==> src/rtl/slt_pkg.sv <==
package slt_pkg;
  localparam int unsigned STAGES  = 5;
  localparam int unsigned OPC_W   = 6;
  localparam int unsigned OPC_LSB = 26;
  localparam int unsigned WORD_W  = 32;

  typedef enum logic [2:0] {
    STG_FETCH  = 3'd0,
    STG_DECODE = 3'd1,
    STG_EXEC   = 3'd2,
    STG_MEM    = 3'd3,
    STG_WB     = 3'd4
  } stage_e;

  // true when the major opcode field matches a class opcode
  function automatic logic opc_hit(input logic [OPC_W-1:0] field,
                                   input logic [OPC_W-1:0] opc);
    return field == opc;
  endfunction

  // a stage kills its incoming token when frozen, and the front two also on flush
  function automatic logic stage_kill(input int unsigned stg,
                                      input logic frz, input logic fl);
    return frz | (fl & (stg <= 32'(STG_DECODE)));
  endfunction
endpackage

==> src/rtl/slt_fetch_match.sv <==
module slt_fetch_match
  import slt_pkg::*;
#(
  parameter int unsigned NUM_CLS = 4,
  parameter logic [NUM_CLS*OPC_W-1:0] CLS_OPCODES = '0
) (
  input  logic [OPC_W-1:0]   opc_field,
  output logic [NUM_CLS-1:0] hit_vec
);
  // priority pick: lowest class index wins, so the result is one-hot-or-zero
  always_comb begin
    logic taken;
    taken   = 1'b0;
    hit_vec = '0;
    for (int c = 0; c < int'(NUM_CLS); c++) begin
      if (!taken && opc_hit(opc_field, CLS_OPCODES[c*OPC_W +: OPC_W])) begin
        hit_vec[c] = 1'b1;
        taken      = 1'b1;
      end
    end
  end
endmodule

==> src/rtl/slt_stage_reg.sv <==
module slt_stage_reg #(
  parameter int unsigned NUM_CLS = 4
) (
  input  logic               clk,
  input  logic               rst,
  input  logic [NUM_CLS-1:0] prev_flags,
  input  logic               kill,
  output logic [NUM_CLS-1:0] flags_q
);
  logic [NUM_CLS-1:0] flags_d;
  logic               advance_ev;

  assign advance_ev = ~kill;
  assign flags_d    = advance_ev ? prev_flags : '0;

  always_ff @(posedge clk) begin
    if (rst) flags_q <= '0;
    else     flags_q <= flags_d;
  end

  AST_TOKEN_ORIGIN: assert property (@(posedge clk) disable iff (rst)
    (flags_q != '0) |-> (($past(prev_flags) == flags_q) && !$past(kill)));
  AST_STAGE_ONEHOT: assert property (@(posedge clk) disable iff (rst)
    $onehot0(flags_q));
endmodule

==> src/rtl/slt_enable_gen.sv <==
module slt_enable_gen #(
  parameter int unsigned NUM_CLS   = 4,
  parameter int unsigned NUM_UNITS = 8,
  parameter logic [NUM_CLS*NUM_UNITS-1:0] CLS_MASKS = '1
) (
  input  logic                 clk,
  input  logic                 rst,
  input  logic [NUM_CLS-1:0]   flags,
  output logic [NUM_UNITS-1:0] en
);
  logic [NUM_UNITS-1:0] used_mask;

  always_comb begin
    for (int u = 0; u < int'(NUM_UNITS); u++) begin
      logic off;
      off = 1'b0;
      for (int c = 0; c < int'(NUM_CLS); c++)
        off = off | (flags[c] & ~CLS_MASKS[c*NUM_UNITS+u]);
      en[u] = ~off;
    end
  end

  // mask of the resident class, used only by the checks below
  always_comb begin
    used_mask = '0;
    for (int c = 0; c < int'(NUM_CLS); c++)
      if (flags[c]) used_mask = used_mask | CLS_MASKS[c*NUM_UNITS +: NUM_UNITS];
  end

  AST_IDLE_ALL_ON: assert property (@(posedge clk) disable iff (rst)
    (flags == '0) |-> (en == '1));
  AST_USED_NEVER_OFF: assert property (@(posedge clk) disable iff (rst)
    ((en & used_mask) == used_mask));
endmodule

==> src/rtl/slice_gate_tracker.sv <==
module slice_gate_tracker
  import slt_pkg::*;
#(
  parameter int unsigned NUM_CLS   = 4,
  parameter int unsigned NUM_UNITS = 8,
  parameter logic [NUM_CLS*OPC_W-1:0] CLS_OPCODES =
    {6'b000100, 6'b100011, 6'b100001, 6'b111000},
  parameter logic [NUM_CLS*NUM_UNITS-1:0] CLS_MASKS =
    {8'hC1, 8'h2D, 8'h1B, 8'h07}
) (
  input  logic                        clk,
  input  logic                        rst,
  input  logic [WORD_W-1:0]           instr_word,
  input  logic                        flush,
  input  logic [STAGES-1:0]           freeze,
  output logic [STAGES*NUM_CLS-1:0]   stage_flags,
  output logic [STAGES*NUM_UNITS-1:0] unit_en
);
  logic [NUM_CLS-1:0] hit_vec;
  logic [NUM_CLS-1:0] flag_q   [STAGES];
  logic [NUM_CLS-1:0] flag_in  [STAGES];
  logic [STAGES-1:0]  kill_vec;
  logic               unused_low;

  assign unused_low = ^instr_word[OPC_LSB-1:0];

  slt_fetch_match #(.NUM_CLS(NUM_CLS), .CLS_OPCODES(CLS_OPCODES)) u_match (
    .opc_field (instr_word[WORD_W-1:OPC_LSB]),
    .hit_vec   (hit_vec)
  );

  for (genvar s = 0; s < STAGES; s++) begin : g_stage
    if (s == 0) begin : g_src
      assign flag_in[s] = hit_vec;
    end else begin : g_chain
      assign flag_in[s] = flag_q[s-1];
    end
    assign kill_vec[s] = stage_kill(s, freeze[s], flush);

    slt_stage_reg #(.NUM_CLS(NUM_CLS)) u_reg (
      .clk        (clk),
      .rst        (rst),
      .prev_flags (flag_in[s]),
      .kill       (kill_vec[s]),
      .flags_q    (flag_q[s])
    );

    slt_enable_gen #(.NUM_CLS(NUM_CLS), .NUM_UNITS(NUM_UNITS),
                     .CLS_MASKS(CLS_MASKS)) u_en (
      .clk   (clk),
      .rst   (rst),
      .flags (flag_q[s]),
      .en    (unit_en[s*NUM_UNITS +: NUM_UNITS])
    );

    assign stage_flags[s*NUM_CLS +: NUM_CLS] = flag_q[s];
  end

  AST_FLUSH_FRONT_CLEAR: assert property (@(posedge clk) disable iff (rst)
    $past(flush) |-> ((flag_q[0] == '0) && (flag_q[1] == '0)));
  AST_FETCH_NEEDS_HIT: assert property (@(posedge clk) disable iff (rst)
    (flag_q[0] != '0) |-> ($past(hit_vec) == flag_q[0] && !$past(freeze[0])));
  AST_DECODE_FROM_FETCH: assert property (@(posedge clk) disable iff (rst)
    (flag_q[1] != '0) |-> ($past(flag_q[0]) == flag_q[1] && !$past(freeze[1])));
  AST_RESET_CLEARS: assert property (@(posedge clk)
    $past(rst) |-> (stage_flags == '0));
endmodule

==> config.mk <==
export PLATFORM = sky130hd
export DESIGN_NAME = slice_gate_tracker
export DESIGN_NICKNAME = d
export VERILOG_FILES = /design/src/rtl/slt_pkg.sv /design/src/rtl/slt_fetch_match.sv /design/src/rtl/slt_stage_reg.sv /design/src/rtl/slt_enable_gen.sv /design/src/rtl/slice_gate_tracker.sv
export SDC_FILE = /design/constraint.sdc
export NUM_CORES = 1
export LEC_CHECK = 0
export ABC_CLOCK_PERIOD_IN_PS = 1330
export BUFFER_PORTS_ARGS = -buffer_cell sky130_fd_sc_hd__buf_2
export CAP_MARGIN = 0
export CORE_ASPECT_RATIO = 0.6
export CORE_MARGIN = 3
export CORE_UTILIZATION = 31
export DETAILED_ROUTE_END_ITERATION = 10
export PLACE_DENSITY = 0.81
export SYNTH_ARGS = -nofsm -noshare
export SYNTH_HDL_FRONTEND = slang
export SYNTH_SLANG_ARGS = --single-unit
==> constraint.sdc <==
create_clock -name clk -period 1.33 [get_ports clk]
set_clock_uncertainty 0.05 [all_clocks]
set_input_delay 0.266 -clock clk [delete_from_list [all_inputs] [get_ports clk]]
set_output_delay 0.266 -clock clk [all_outputs]
set_load 0.02 [all_outputs]
# == Yosys cells after proc, flatten, opt, wreduce, memory -nomap -nowiden ==
# Cells that the tools add are included.
# Widths: inputs -> output; s select.
# op_classes
n_addsub,0
n_mul,0
n_div,0
n_lt_le_gt_ge,0
eq_ne,4
n_shift,0
mux,6
bitwise_logic,72
reduce_logical,11
# ops
operator,count
$or 1x1->1,42
$not 1->1,30
$eq 6x6->1 const B,3
$reduce_or 2->1,5
$eq 6x3->1 const B,1
$mux 1,6
$logic_and 1x1->1,3
$logic_not 1->1,3
# totals
reg_bits,20
latchBits,0
ram_bits,0
mem_bits_ro,0
out_inout_bits,60
elab_cells,98
n_memories,0

# == Longest topological paths before layout ==
# logic_depth
ltp_word,11
depth_mapped,2
ltp_nobuf,2

# == By module ==
# A second synthesis with hierarchy kept.
# hier_totals
cells_unflattened,95
area_unflattened_um2,847.1
# modules_own_cells
module,n_inst,cells_each,area_each_um2,seq_area_each_um2
slt_stage_reg,5,8,110.1,80.1
slt_enable_gen,5,9,45.0,0.0
slt_fetch_match,1,8,58.8,0.0
slice_gate_tracker,1,2,12.5,0.0

# == Least setup slack after synthesis ==
# OpenSTA, ideal clock, no wires.
# synth_timing
path_kind,register -> output
startpoint,reg g_stage[0].u_reg.flags_q[0]
endpoint,out unit_en[7]
arrival_ps,1235
t_required_ps,1014
setup_slack_ps,-221
path_stages_with_launch,3
cell_sequence,dfxtp_1 nor3_1 buf_4
# synth_via
elab_chain_cells,3
# synth_rtl
element,line,rtl
start: declaration,slt_stage_reg.sv:8,output logic [NUM_CLS-1:0] flags_q
start signal: assignment,slt_stage_reg.sv:18,else flags_q <= flags_d;
$or 1x1->1 (2 in series),n/a,
$not 1->1,n/a,
end: declaration,slice_gate_tracker.sv:17,output logic [STAGES*NUM_UNITS-1:0] unit_en
# Every way passes these cells.

# == Worst setup path in the final report ==
# layout_timing
startpoint,reg g_stage[2].u_reg.flags_q[3]
endpoint,out unit_en[21]
# layout_via
elab_chain_cells,2
# layout_rtl
element,line,rtl
start: declaration,slt_stage_reg.sv:8,
start signal: assignment,slt_stage_reg.sv:18,
$or 1x1->1,slt_enable_gen.sv:18,off = off | (flags[c] & ~CLS_MASKS[c*NUM_UNITS+u]);
$not 1->1,slt_enable_gen.sv:19,en[u] = ~off;
# Every way passes these cells.

==> flow_summary_export.csv <==
group,metric,value,unit
final_layout,regArea,435.4,um2
sta,rsz0062_at_grt,"true",
synth,yosysTopAreaCell,"dfxtp_1",
synth,yosysSeqAreaShare,50.16,%
synth,ys_types,11,
pwr,switching_share,18.46,%
critical_path,rr_worst_depth,1,
grt,grt_max_degree,13,
synth,ys_async_sr_fraction,0,%
drt,drc,0,
clocking,insertion_delay,0.26,ns
grt,grt_pass1_vias,730,
grt,grtUsageTotal,13.10,%
synth,yosysMostFrequentCell,"dfxtp_1",
critical_path,arrival,0.99,ns
die,io_pins,100,
pwr,vdd_drop_max,0.0006610,V
sta,finalSetupViolCount,0,
pwr,cellPowerDensity,913.5,mW/mm2
critical_path,crit_type,"reg -> out",
sta,min_period,1.305,ns
final_layout,largestRegisters,"g_stage.u_reg.flags_q (20)",
die,coreArea,0.002293,mm2
synth,netlist_area,798.3,um2
die,die_w,71.51,um
final_layout,diodes,0,
grt,antenna_found_initial,0,
critical_path,critical_path.max_fanout,7,
clocking,h-tree-depth,1,
final_layout,final_area,0.001354,mm2
clocking,cts_buffers,3,
die,fp.dieH,45.31,um
pwr,power_frac_comb,4.5,%
drt,avgRoutedWirePerCell,12.35,um
critical_path,worstSetupEndpointType,"primary output",
critical_path,required,1.01,ns
clocking,clockRootBuffer,"clkbuf_8",
sta,period_share,98.09,%
drt,wl,2.310,mm
min_path,hp-start,"instr_word[26]",
synth,yosysWarnings,0,
place,hpwlAfterDp,1.791,mm
drt,drtPass1Iterations,4,
pwr,p_clk_share,48.0,%
synth,synth.area.top_cells,"dfxtp_1 50%, and2_1 13%, nor3_1 11%, buf_4 9.4%, nor2_1 8.5%",
pwr,p_leak,0.6216,nW
pwr,internal-power,0.001008,W
synth,synthFlopType,"dfxtp_1",
synth,netlist_instances,91,
min_path,worstHoldEndpoint,"g_stage[0].u_reg.flags_q[0]",
die,die_area,0.003240,mm2
synth,netlist_top_cells_count,"20 x dfxtp_1, 18 x nor2_1, 18 x nor3_1",
grt,grt_overflow,0,
clocking,cts_sinks,20,
flow_run,drv_cap,0,
place,gp_congestion,0.7855,
critical_path,r2r-start,"g_stage[0].u_reg.flags_q[3]",
pwr,p_sw,0.0002283,W
min_path,min_path_type,"in -> reg",
critical_path,critPathLaunch,"g_stage[2].u_reg.flags_q[3]",
synth,avgSynthCellArea,8.772,um2
die,num_rows,13,
final_layout,nFillCells,203,
critical_path,reg2reg_slack,0.60,ns
final_layout,drive_gt1_share,63.69,%
sta,final_hold_viol_count,0,
clocking,postCtsSetupBuffers,0,
drt,drt_iter0_markers,27,
final_layout,largest_reg_flops,20,
critical_path,r2r-end,"g_stage[1].u_reg.flags_q[3]",
drt,ant_nets,0,
place,dpl_cell_area,0.001141,mm2
die,initial_core_util,34.81,%
final_layout,nets,198,
final_layout,regMostFlops,"g_stage.u_reg.flags_q",
clocking,cts_tree,"built",
grt,grt_pass1_wl,3.243,mm
synth,ys_ff_latch,20,
outcome,status,"complete, no violations",
critical_path,cp-start-kind,"register",
min_path,min_path_cells,2,
clocking,hold_buffers,0,
clocking,clockBufferDepth,2,
final_layout,multi_input_area,425.4,um2
synth,synth_top_area_share,50.16,%
place,io_buffers,68,
pwr,power_frac_seq,47.4,%
final_layout,area_delta_synth_final,69.59,%
sta,final_max_slew_viol_count,0,
sta,whs,0.1456,ns
clocking,clk_pin_slew,0.07,ns
sta,fmaxAchievable,766.5,MHz
synth,synth-edff-count,0,
drt,vias_per_cell,4.642,
drt,route.vias.total,868,
-- area by class of cell --
class	instances	share of cell area (%)
well taps	30	2.773
flip-flops and latches	20	32.16
inverters	1	0.2773
repair buffers	68	28.10
multi-input cells	64	31.42
clock inverters	1	2.218
clock buffers	3	3.050
-- per-stage QoR --
step           cells  setup slack (ns)  util [%]  total power [W]  setup TNS (ns)
4_1_cts          187          0.002436     53.19         0.001256               0
3_5_place_dp     183           0.07731     49.75        0.0006673               0
5_1_grt          187          -0.02842     59.03         0.001278         -0.1324
3_3_place_gp     183            0.1190     49.75        0.0006645               0
2_1_floorplan     95         -0.006251         -        0.0006495       -0.006251
6_report         187           0.02534     59.03         0.001237               0
-- routing by layer --
layer	part of all wire [%]	wire length [um]	track usage, %	vias up
met4	0.74	17	2.996	0
li1	-	-	-	421
met3	9.0	207	5.778	2
met2	55	1272	25.55	43
met1	35	813	13.09	402
met5	0	0	0	-
-- power by group through the flow --
| stage | clock [W] | sequential, W | combinational (W) |
|---|---|---|---|
| final | 0.000594 | 0.000587 | 0.0000559 |
| after global placement | 0 | 0.000613 | 0.0000516 |
| after CTS | 0.000602 | 0.000599 | 0.0000545 |
| after detailed placement | 0 | 0.000613 | 0.0000543 |
| after floorplan | 0 | 0.000613 | 0.0000362 |
| after global routing | 0.000630 | 0.000587 | 0.0000619 |
-- cell usage in the layout, fill, tap and decap left out --
| cell | n |
|---|---|
| nor4_1 | 2 |
| buf_4 | 16 |
| nor3_1 | 6 |
| nor2_1 | 18 |
| dfxtp_1 | 4 |
| nand4b_1 | 1 |
| buf_2 | 52 |
| or4b_1 | 3 |
| bufinv_16 | 1 |
| clkbuf_8 | 3 |
| dfxtp_2 | 10 |
| or3_1 | 1 |
| conb_1 | 5 |
| inv_1 | 1 |
| nor3_4 | 5 |
| and2_1 | 16 |
| nor3_2 | 7 |
| dfxtp_4 | 6 |
-- critical path: stages (launching register included) --
cell and delay (ns):
dfxtp_2 0.35, nor3_1 0.19, buf_2 0.19
-- logic make-up (layout without fill, tap and decap cells) --
kind of cell / count (synthesis) / after routing / share of synthesized area, %
buffers and inverters: 11 / 73 / 9.874
flip-flops: 20 / 20 / 50.16
other: 1 / 5 / 0.4698
AND/OR/NAND/NOR: 59 / 59 / 39.50
-- worst max path at each step --
stage | to | slack [ns] | cells after the start
6_report | unit_en[21] | 0.03 | 2
5_1_grt | unit_en[21] | -0.03 | 2
4_1_cts | unit_en[39] | 0.002 | 2
3_5_place_dp | g_stage[0].u_reg.flags_q[2] | 0.08 | 3
3_3_place_gp | g_stage[0].u_reg.flags_q[1] | 0.12 | 3
2_1_floorplan | unit_en[7] | -0.006 | 2
-- repair_timing --
item / 4_1_cts / 5_1_grt
setup endpoints to repair: 5 / 19
pin swaps: 0 / 4
gates resized for setup: 4 / 46
(Power assumes the default switching activity.)
